--- src/rtl/tape_pkg.sv ---
package tape_pkg;
  typedef enum logic [1:0] {
    CMD_NOP   = 2'b00,
    CMD_LEFT  = 2'b01,
    CMD_RIGHT = 2'b10,
    CMD_WRITE = 2'b11
  } tape_cmd_e;

  typedef enum logic [1:0] {
    SEQ_HOME = 2'd0,
    SEQ_CRST = 2'd1,
    SEQ_RUN  = 2'd2,
    SEQ_HALT = 2'd3
  } seq_state_e;
endpackage

--- src/rtl/tape_store.sv ---
module tape_store #(
  parameter int CELLS = 16,
  parameter int SYM_W = 4,
  localparam int POS_W = $clog2(CELLS)
) (
  input  logic             clk,
  input  logic             rst_n,
  input  logic             wr_en,
  input  logic [POS_W-1:0] wr_pos,
  input  logic [SYM_W-1:0] wr_sym,
  input  logic             pre_en,
  input  logic [POS_W-1:0] pre_pos,
  input  logic [SYM_W-1:0] pre_sym,
  input  logic [POS_W-1:0] rd_pos,
  output logic [SYM_W-1:0] rd_sym
);
  logic [SYM_W-1:0] cell_q [CELLS];

  for (genvar gi = 0; gi < CELLS; gi++) begin : g_cell
    logic             pre_hit;
    logic             wr_hit;
    logic             cell_en;
    logic [SYM_W-1:0] cell_d;

    always_comb begin
      pre_hit = pre_en && (pre_pos == POS_W'(gi));
      wr_hit  = wr_en && (wr_pos == POS_W'(gi));
      cell_en = pre_hit || wr_hit;
      cell_d  = pre_hit ? pre_sym : wr_sym;
    end

    always_ff @(posedge clk or negedge rst_n) begin
      if (!rst_n) begin
        cell_q[gi] <= '0;
      end else if (cell_en) begin
        cell_q[gi] <= cell_d;
      end
    end
  end

  assign rd_sym = cell_q[rd_pos];
endmodule

--- src/rtl/head_ctrl.sv ---
module head_ctrl
  import tape_pkg::*;
#(
  parameter int CELLS = 16,
  localparam int POS_W = $clog2(CELLS),
  localparam logic [POS_W-1:0] LAST = POS_W'(CELLS - 1)
) (
  input  logic             clk,
  input  logic             rst_n,
  input  tape_cmd_e        cmd,
  output logic [POS_W-1:0] pos_o,
  output logic             left_err_o,
  output logic             right_err_o,
  output logic             wr_en_o
);
  logic [POS_W-1:0] pos_q, pos_d;
  logic             pos_en;
  logic             lerr_q, lerr_d;
  logic             rerr_q, rerr_d;

  always_comb begin
    pos_d  = pos_q;
    lerr_d = 1'b0;
    rerr_d = 1'b0;
    unique case (cmd)
      CMD_LEFT: begin
        if (pos_q == '0) lerr_d = 1'b1;
        else             pos_d  = pos_q - 1'b1;
      end
      CMD_RIGHT: begin
        if (pos_q == LAST) rerr_d = 1'b1;
        else               pos_d  = pos_q + 1'b1;
      end
      default: ;
    endcase
    pos_en = (pos_d != pos_q);
  end

  always_ff @(posedge clk or negedge rst_n) begin
    if (!rst_n) begin
      pos_q <= '0;
    end else if (pos_en) begin
      pos_q <= pos_d;
    end
  end

  always_ff @(posedge clk or negedge rst_n) begin
    if (!rst_n) begin
      lerr_q <= 1'b0;
      rerr_q <= 1'b0;
    end else begin
      lerr_q <= lerr_d;
      rerr_q <= rerr_d;
    end
  end

  assign pos_o       = pos_q;
  assign left_err_o  = lerr_q;
  assign right_err_o = rerr_q;
  assign wr_en_o     = (cmd == CMD_WRITE);
endmodule

--- src/rtl/step_seq.sv ---
module step_seq
  import tape_pkg::*;
(
  input  logic      clk,
  input  logic      rst_n,
  input  logic      reset_btn,
  input  logic      halt_i,
  input  logic      left_err_i,
  input  tape_cmd_e ext_cmd,
  output tape_cmd_e eff_cmd_o,
  output logic      step_o,
  output logic      ctrl_rst_o
);
  seq_state_e state_q, state_d;
  logic       state_en;

  always_comb begin
    state_d = state_q;
    unique case (state_q)
      SEQ_HOME: if (left_err_i) state_d = SEQ_CRST;
      SEQ_CRST: if (!reset_btn) state_d = SEQ_RUN;
      SEQ_RUN: begin
        if (reset_btn)   state_d = SEQ_HOME;
        else if (halt_i) state_d = SEQ_HALT;
      end
      SEQ_HALT: if (reset_btn) state_d = SEQ_HOME;
      default: state_d = SEQ_HOME;
    endcase
    state_en = (state_d != state_q);
  end

  always_ff @(posedge clk or negedge rst_n) begin
    if (!rst_n) begin
      state_q <= SEQ_HOME;
    end else if (state_en) begin
      state_q <= state_d;
    end
  end

  always_comb begin
    step_o     = (state_q == SEQ_RUN) && !halt_i && !reset_btn;
    ctrl_rst_o = (state_q == SEQ_CRST);
    if ((state_q == SEQ_HOME) && !left_err_i) eff_cmd_o = CMD_LEFT;
    else if (step_o)                           eff_cmd_o = ext_cmd;
    else                                       eff_cmd_o = CMD_NOP;
  end
endmodule

--- src/rtl/tape_unit.sv ---
module tape_unit
  import tape_pkg::*;
#(
  parameter int CELLS = 16,
  parameter int SYM_W = 4,
  localparam int POS_W = $clog2(CELLS)
) (
  input  logic             clk,
  input  logic             rst_n,
  input  logic             reset_btn,
  input  logic             halt_i,
  input  logic [1:0]       cmd_i,
  input  logic [SYM_W-1:0] wr_sym_i,
  input  logic             pre_we_i,
  input  logic [POS_W-1:0] pre_addr_i,
  input  logic [SYM_W-1:0] pre_sym_i,
  output logic [SYM_W-1:0] rd_sym_o,
  output logic [POS_W-1:0] head_pos_o,
  output logic             left_err_o,
  output logic             right_err_o,
  output logic             step_o,
  output logic             ctrl_rst_o
);
  tape_cmd_e        eff_cmd;
  logic             wr_en;
  logic             pre_en;
  logic [POS_W-1:0] head_pos;
  logic             lerr;

  assign pre_en = pre_we_i && reset_btn;

  step_seq u_seq (
    .clk        (clk),
    .rst_n      (rst_n),
    .reset_btn  (reset_btn),
    .halt_i     (halt_i),
    .left_err_i (lerr),
    .ext_cmd    (tape_cmd_e'(cmd_i)),
    .eff_cmd_o  (eff_cmd),
    .step_o     (step_o),
    .ctrl_rst_o (ctrl_rst_o)
  );

  head_ctrl #(.CELLS(CELLS)) u_head (
    .clk         (clk),
    .rst_n       (rst_n),
    .cmd         (eff_cmd),
    .pos_o       (head_pos),
    .left_err_o  (lerr),
    .right_err_o (right_err_o),
    .wr_en_o     (wr_en)
  );

  tape_store #(.CELLS(CELLS), .SYM_W(SYM_W)) u_store (
    .clk     (clk),
    .rst_n   (rst_n),
    .wr_en   (wr_en),
    .wr_pos  (head_pos),
    .wr_sym  (wr_sym_i),
    .pre_en  (pre_en),
    .pre_pos (pre_addr_i),
    .pre_sym (pre_sym_i),
    .rd_pos  (head_pos),
    .rd_sym  (rd_sym_o)
  );

  assign head_pos_o = head_pos;
  assign left_err_o = lerr;
endmodule

--- config.mk ---
export PLATFORM = sky130hd
export DESIGN_NAME = tape_unit
export DESIGN_NICKNAME = d
export VERILOG_FILES = /design/src/rtl/tape_pkg.sv /design/src/rtl/tape_store.sv /design/src/rtl/head_ctrl.sv /design/src/rtl/step_seq.sv /design/src/rtl/tape_unit.sv
export SDC_FILE = /design/constraint.sdc
export NUM_CORES = 1
export LEC_CHECK = 0
export BUFFER_PORTS_ARGS = -buffer_cell sky130_fd_sc_hd__buf_2
export CAP_MARGIN = 0
export CORE_AREA = 4 4 107 109
export CTS_CLUSTER_SIZE = 28
export DETAILED_ROUTE_END_ITERATION = 10
export DIE_AREA = 0 0 111 113
export HOLD_SLACK_MARGIN = 0.15
export PLACE_DENSITY = 0.64
export SLEW_MARGIN = 20
export SYNTH_ARGS = -nofsm -noshare
export SYNTH_HDL_FRONTEND = slang
export SYNTH_HIERARCHICAL = 1
export SYNTH_SLANG_ARGS = --single-unit
--- constraint.sdc ---
create_clock -name clk -period 7.2 [get_ports clk]
set_clock_uncertainty 0.15 [all_clocks]
set_input_delay 0.36 -clock clk [delete_from_list [all_inputs] [get_ports clk]]
set_output_delay 0.36 -clock clk [all_outputs]
set_load 0.005 [all_outputs]
# After elaboration in Yosys (flattened, before gate mapping)
# Cells that the tools add are included.
# Widths: inputs -> output; s select.
# classes
magnitude_cmp,1
bitwise_logic,1
n_mux,34
eq_ne,38
n_reduce_logical,58
addsub,2
# ops
op,n
$mux 4,20
$eq 4x4->1 const B,16
$logic_and 1x1->1,36
$eq 4x3->1 const B,8
$bmux 4 s4,1
$eq 4x2->1 const B,4
$logic_or 1x1->1,16
$mux 2,7
$eq 2x2->1 const B,4
$eq 4x1->1 const B,2
$logic_not 4->1,2
$pmux 2 s4,1
$pmux 4 s2,1
$ge 5x5->1 const B,1
$not 4->5,1
$add 4x1->4 const B,1
$eq 2x1->1 const B,2
$mux 1,4
$ne 4x4->1,1
$sub 4x1->4 const B,1
$logic_not 1->1,3
$logic_not 2->1,1
$ne 2x2->1,1
# totals
reg_bits,72
wordCells,154
in_bits,19
out_inout_bits,12

# Depth between registers and ports, before layout
# depth
depth_word,8
ltp_mapped,8
depth_no_buf,7

# Hierarchy
# Netlist, hierarchy kept.
# by_module_without_submodules
module,instances,area_each_um2,seq_area_each_um2,cells_each
tape_store,1,4017.6,1601.5,454
head_ctrl,1,460.4,150.1,47
step_seq,1,137.6,50.0,16
tape_unit,1,6.3,0.0,1

# Worst setup path before layout
# No wires, ideal clock.
# synth_path
path_kind,input to register
start,input halt_i
end,register u_store/cell_q[52] (netlist bit)
cell_stages,7
setup_ns,0.128
setup_slack_ns,4.859
arrival_time_ns,2.063
required_ns,6.922
n_path_buf,1
cell_sequence,nand2b_1 > nor4b_1 > ha_1 > or3b_4 > buf_2 > o21ai_1 > a31oi_1
# synth_between
elab_chain_len,8
# synth_rtl
item,line_no,rtl
from (decl),tape_unit.sv:11,"input logic halt_i,"
$logic_not 1->1,step_seq.sv:41,step_o = (state_q == SEQ_RUN) && !halt_i && !reset_btn;
$logic_and 1x1->1 (2 in series),step_seq.sv:41,
$mux 2,step_seq.sv:44,else if (step_o) eff_cmd_o = ext_cmd;
$mux 2,step_seq.sv:43,if ((state_q == SEQ_HOME) && !left_err_i) eff_cmd_o = CMD_LEFT;
named net eff_cmd[1],tape_unit.sv:24,tape_cmd_e eff_cmd;
$eq 2x2->1,head_ctrl.sv:60,assign wr_en_o = (cmd == CMD_WRITE);
named net wr_en,tape_unit.sv:25,logic wr_en;
$logic_and 1x1->1,tape_store.sv:27,wr_hit = wr_en && (wr_pos == POS_W'(gi));
$logic_or 1x1->1,tape_store.sv:28,cell_en = pre_hit || wr_hit;
"to (signal, indexed assignment)",tape_store.sv:36,cell_q[gi] <= cell_d;
to (decl),tape_store.sv:17,logic [SYM_W-1:0] cell_q [CELLS];
# The timed path passes the listed nets, and every way through them passes these cells.
# A chain may end at the register's enable or synchronous reset.

# Worst setup path in the final report
# layout_path
start,input reset_btn
end,register u_store/cell_q[38] (netlist bit)
# layout_between
elab_chain_len,7
elab_cells_between_ends,10
classes_between,eq/ne (1); mux (3); reduce/logical (6)
# layout_rtl
item,line_no,rtl
from (decl),tape_unit.sv:10,"input logic reset_btn,"
$logic_not 1->1,step_seq.sv:41,
$logic_and 1x1->1,step_seq.sv:41,
$mux 2,step_seq.sv:44,
$mux 2,step_seq.sv:43,
named net eff_cmd[1],tape_unit.sv:24,
$eq 2x2->1,head_ctrl.sv:60,
named net wr_en,tape_unit.sv:25,
$logic_and 1x1->1,tape_store.sv:27,
$logic_or 1x1->1,tape_store.sv:28,
# The timed path passes the listed nets, and every way through them passes these cells.

==> results.toml <==
[clock_network]
cts_buffers = 9
cts_root_buf = "clkbuf_8"
cts_sinks = 72
cts-hold-fix-buffers = 2
insertion_delay_ns = 0.37
cts_resized = 0
cts_tree = "yes"
cts_setup_buffers = 0
clkSlewWorstSetupHoldPaths_ns = 0.08
clock_path_buffers = 2
h-tree-depth = 3

[synthesis]
yosys_register_bits = 72
ys_warn_count = 6
netlist_area_sq_um = 4620
syn_area_per_cell_sq_um = 8.92
synth.distinct_cells = 46
synth_edf_count = 0
synthCells = 518
ys_dominant_reg_cell = "dfrtp_1"
syn_nets = 542
synth-async-reset-ratio_pct = 100
ys_seq_area_share_pct = 39.0

[setup_path]
slowest_stage = "dlygate4sd3_1"
critPathMaxFanout = 16
crit_required_ns = 7.28
ff2ff_path_depth = 6
crit_path_start_kind = "primary input"
r2r_setup_slack_ns = 4.32
path_cells = "dlygate4sd3_1 -> buf_2 -> nor4b_1 -> ha_1 -> nand3b_1 -> o21ai_0 -> a31oi_1"
r2r_start = "u_seq/state_q[1]"
r2r-end = "u_store/cell_q[38]"
crit_buf_inv = 2
slowest_delay_ns = 0.53
critPathKind = "primary input to flip-flop"
critical_path.top_delay_family = "simple AND/OR/NAND/NOR gates"
arrival_ns = 3.05
crit_path_end_kind = "flip-flop"

[hold_path]
min_path_cells = 3
min_to = "u_seq/state_q[0]"
hold_start = "halt_i"
hold_path.class = "primary input to flip-flop"

[power]
ir_worst_vdd_v = 0.000199
pwr-share-clk_pct = 22.0
p_int_mw = 1.01
p_switching_uw = 669
pwr-share-comb_pct = 42.4
powerDensity_nw_per_um2 = 339
pwr-share-seq_pct = 35.6
p_leak_nw = 1.72
swShare_pct = 39.9

[timing]
fmax_mhz = 337
hold_viol = 0
slew_viol_final = 0
tightestPinTransition_ns = 0.964
tns_ns = 0
finalCriticalPeriod_ns = 2.97
rsz0062_at_grt = "no"
fin_crit_sh_pct = 41.3
setup_viol = 0
slew_headroom_pct = 35.7

[final_layout]
fin_cells = 653
syn_to_final_growth_pct = 6.98
nets = 532
antenna_cells = 0
mostFrequentLayoutCells = "nand3_1 (76), dfrtp_1 (72), nor3_1 (66)"
final_common_cell = "nand3_1"
drive_gt1_share_pct = 14.6

[floorplan]
dieArea_sq_um = 12500
die_h_microns = 113
start_util_pct = 43.6
coreArea_sq_um = 10600
rows = 38
die_width_microns = 111
pin_count = 31

[route]
wl_per_cell_microns = 23.2
first_iter_violations = 622
route.detailed.drc = 0
firstDrtPassIters = 6
routed_wl_microns = 15100
viasPerCell = 6.89
via_count = 4497
antenna_left = 0

[run]
maxCapViolCount = 0

[place]
routabilityCongestion = 0.812
port_buffers = 30
placed_cells = 635
dp_hpwl_microns = 8910

[global_routing]
grt-ovfl-total = 0
grt_max_degree = 73
grt_first_pass_wirelength_microns = 24400
grt_pass1_vias = 4487
antenna_found_initial = 0
grt_usage_pct = 24.5

[status]
status = "finished, final reports clean"
-- power groups by stage --
stage	logic, mW	clock network [mW]	registers, mW
2_1_floorplan	0.495	0	0.582
3_3_place_gp	0.690	0	0.599
3_5_place_dp	0.696	0	0.603
4_1_cts	0.701	0.373	0.596
5_1_grt	0.767	0.390	0.612
6_report	0.711	0.368	0.598
-- worst max-delay path by stage --
stage                                from            endpoint  cells after the start
final                           reset_btn  u_store/cell_q[38]                      7
after detailed placement           halt_i   u_store/cell_q[3]                      7
after global placement             halt_i   u_store/cell_q[7]                      7
after CTS                 u_head/pos_o[0]         rd_sym_o[0]                      5
after floorplan                    halt_i  u_store/cell_q[52]                      7
after global routing            reset_btn  u_store/cell_q[19]                      7
-- worst register-to-register path, cell delays in order (launching register included) --
cell	delay (ns)
dfrtp_1	0.45
nand2b_1	0.11
nor4b_1	0.50
ha_1	0.51
nand3b_1	0.50
o21ai_0	0.39
a31oi_1	0.14
-- synth_stat cells (2+ instances only) --
cell type   n  area, sq um
clkbuf_1   34          128
mux4_2     10          225
a31oi_1    65          407
nor2b_1     7         43.8
o31ai_1     3         22.5
o21ai_1    36          180
nand2b_1    6         37.5
or2_2       5         31.3
ha_1        5         62.6
nor3_1     66          330
nor4b_1     2         17.5
and3b_1     2         17.5
o21ai_0    30          150
mux4_1      6          158
nand2_1     6         22.5
or2_1       9         56.3
inv_1       8         30.0
dfrtp_1    72         1800
nand3b_1    6         45.0
buf_4       4         30.0
nor3b_1     2         15.0
or2_4       4         35.0
nand4b_1    2         17.5
and2_1      3         18.8
a22oi_1     4         30.0
buf_6       3         33.8
nor2_1      5         18.8
buf_2      19         95.1
nand3_1    76          380
a221oi_1    2         17.5
-- registers in the layout, indices dropped and copies added (netlist names) --
register,flops
u_store/cell_q,64
u_head/left_err_o,1
u_head/right_err_o,1
u_seq/state_q,2
u_head/pos_o,4
-- per-stage QoR --
stage	worst slack [ns]	power, mW	util [%]	area, sq um	hold WS [ns]
floorplan	4.86	1.08	-	4620	-0.0856
global placement	4.33	1.29	44.4	4700	0.398
detailed placement	4.31	1.30	44.4	4700	0.406
CTS	4.27	1.67	46.6	4940	0.207
global route	3.95	1.77	46.6	4940	0.227
finish	4.23	1.68	46.6	4940	0.220
-- metal layers --
metal / up-vias / GRT usage (%) / share of wire, %
met5: - / 0 / 0
met4: 0 / 11.2 / 3.5
met3: 60 / 5.03 / 10
met1: 2182 / 32.6 / 40
li1: 1951 / - / -
met2: 304 / 38.8 / 46
-- cell type report --
cell class	instances	area, sq um
fillers	1000	5660
multi-input cells	376	2480
flip-flops and latches	72	1800
repair buffers	41	238
well taps	140	175
clock buffers	11	141
clock inverters	5	80.1
inverters	8	30.0
-- cells by family after synthesis --
group,share of synthesized area [%]
DFF,39.0
AOI/OAI and AO/OA,18.6
buffers and inverters,7.39
and+or+nand+nor,25.2
muxes,8.50
adders and majority gates,1.35
(Power assumes the default switching activity.)
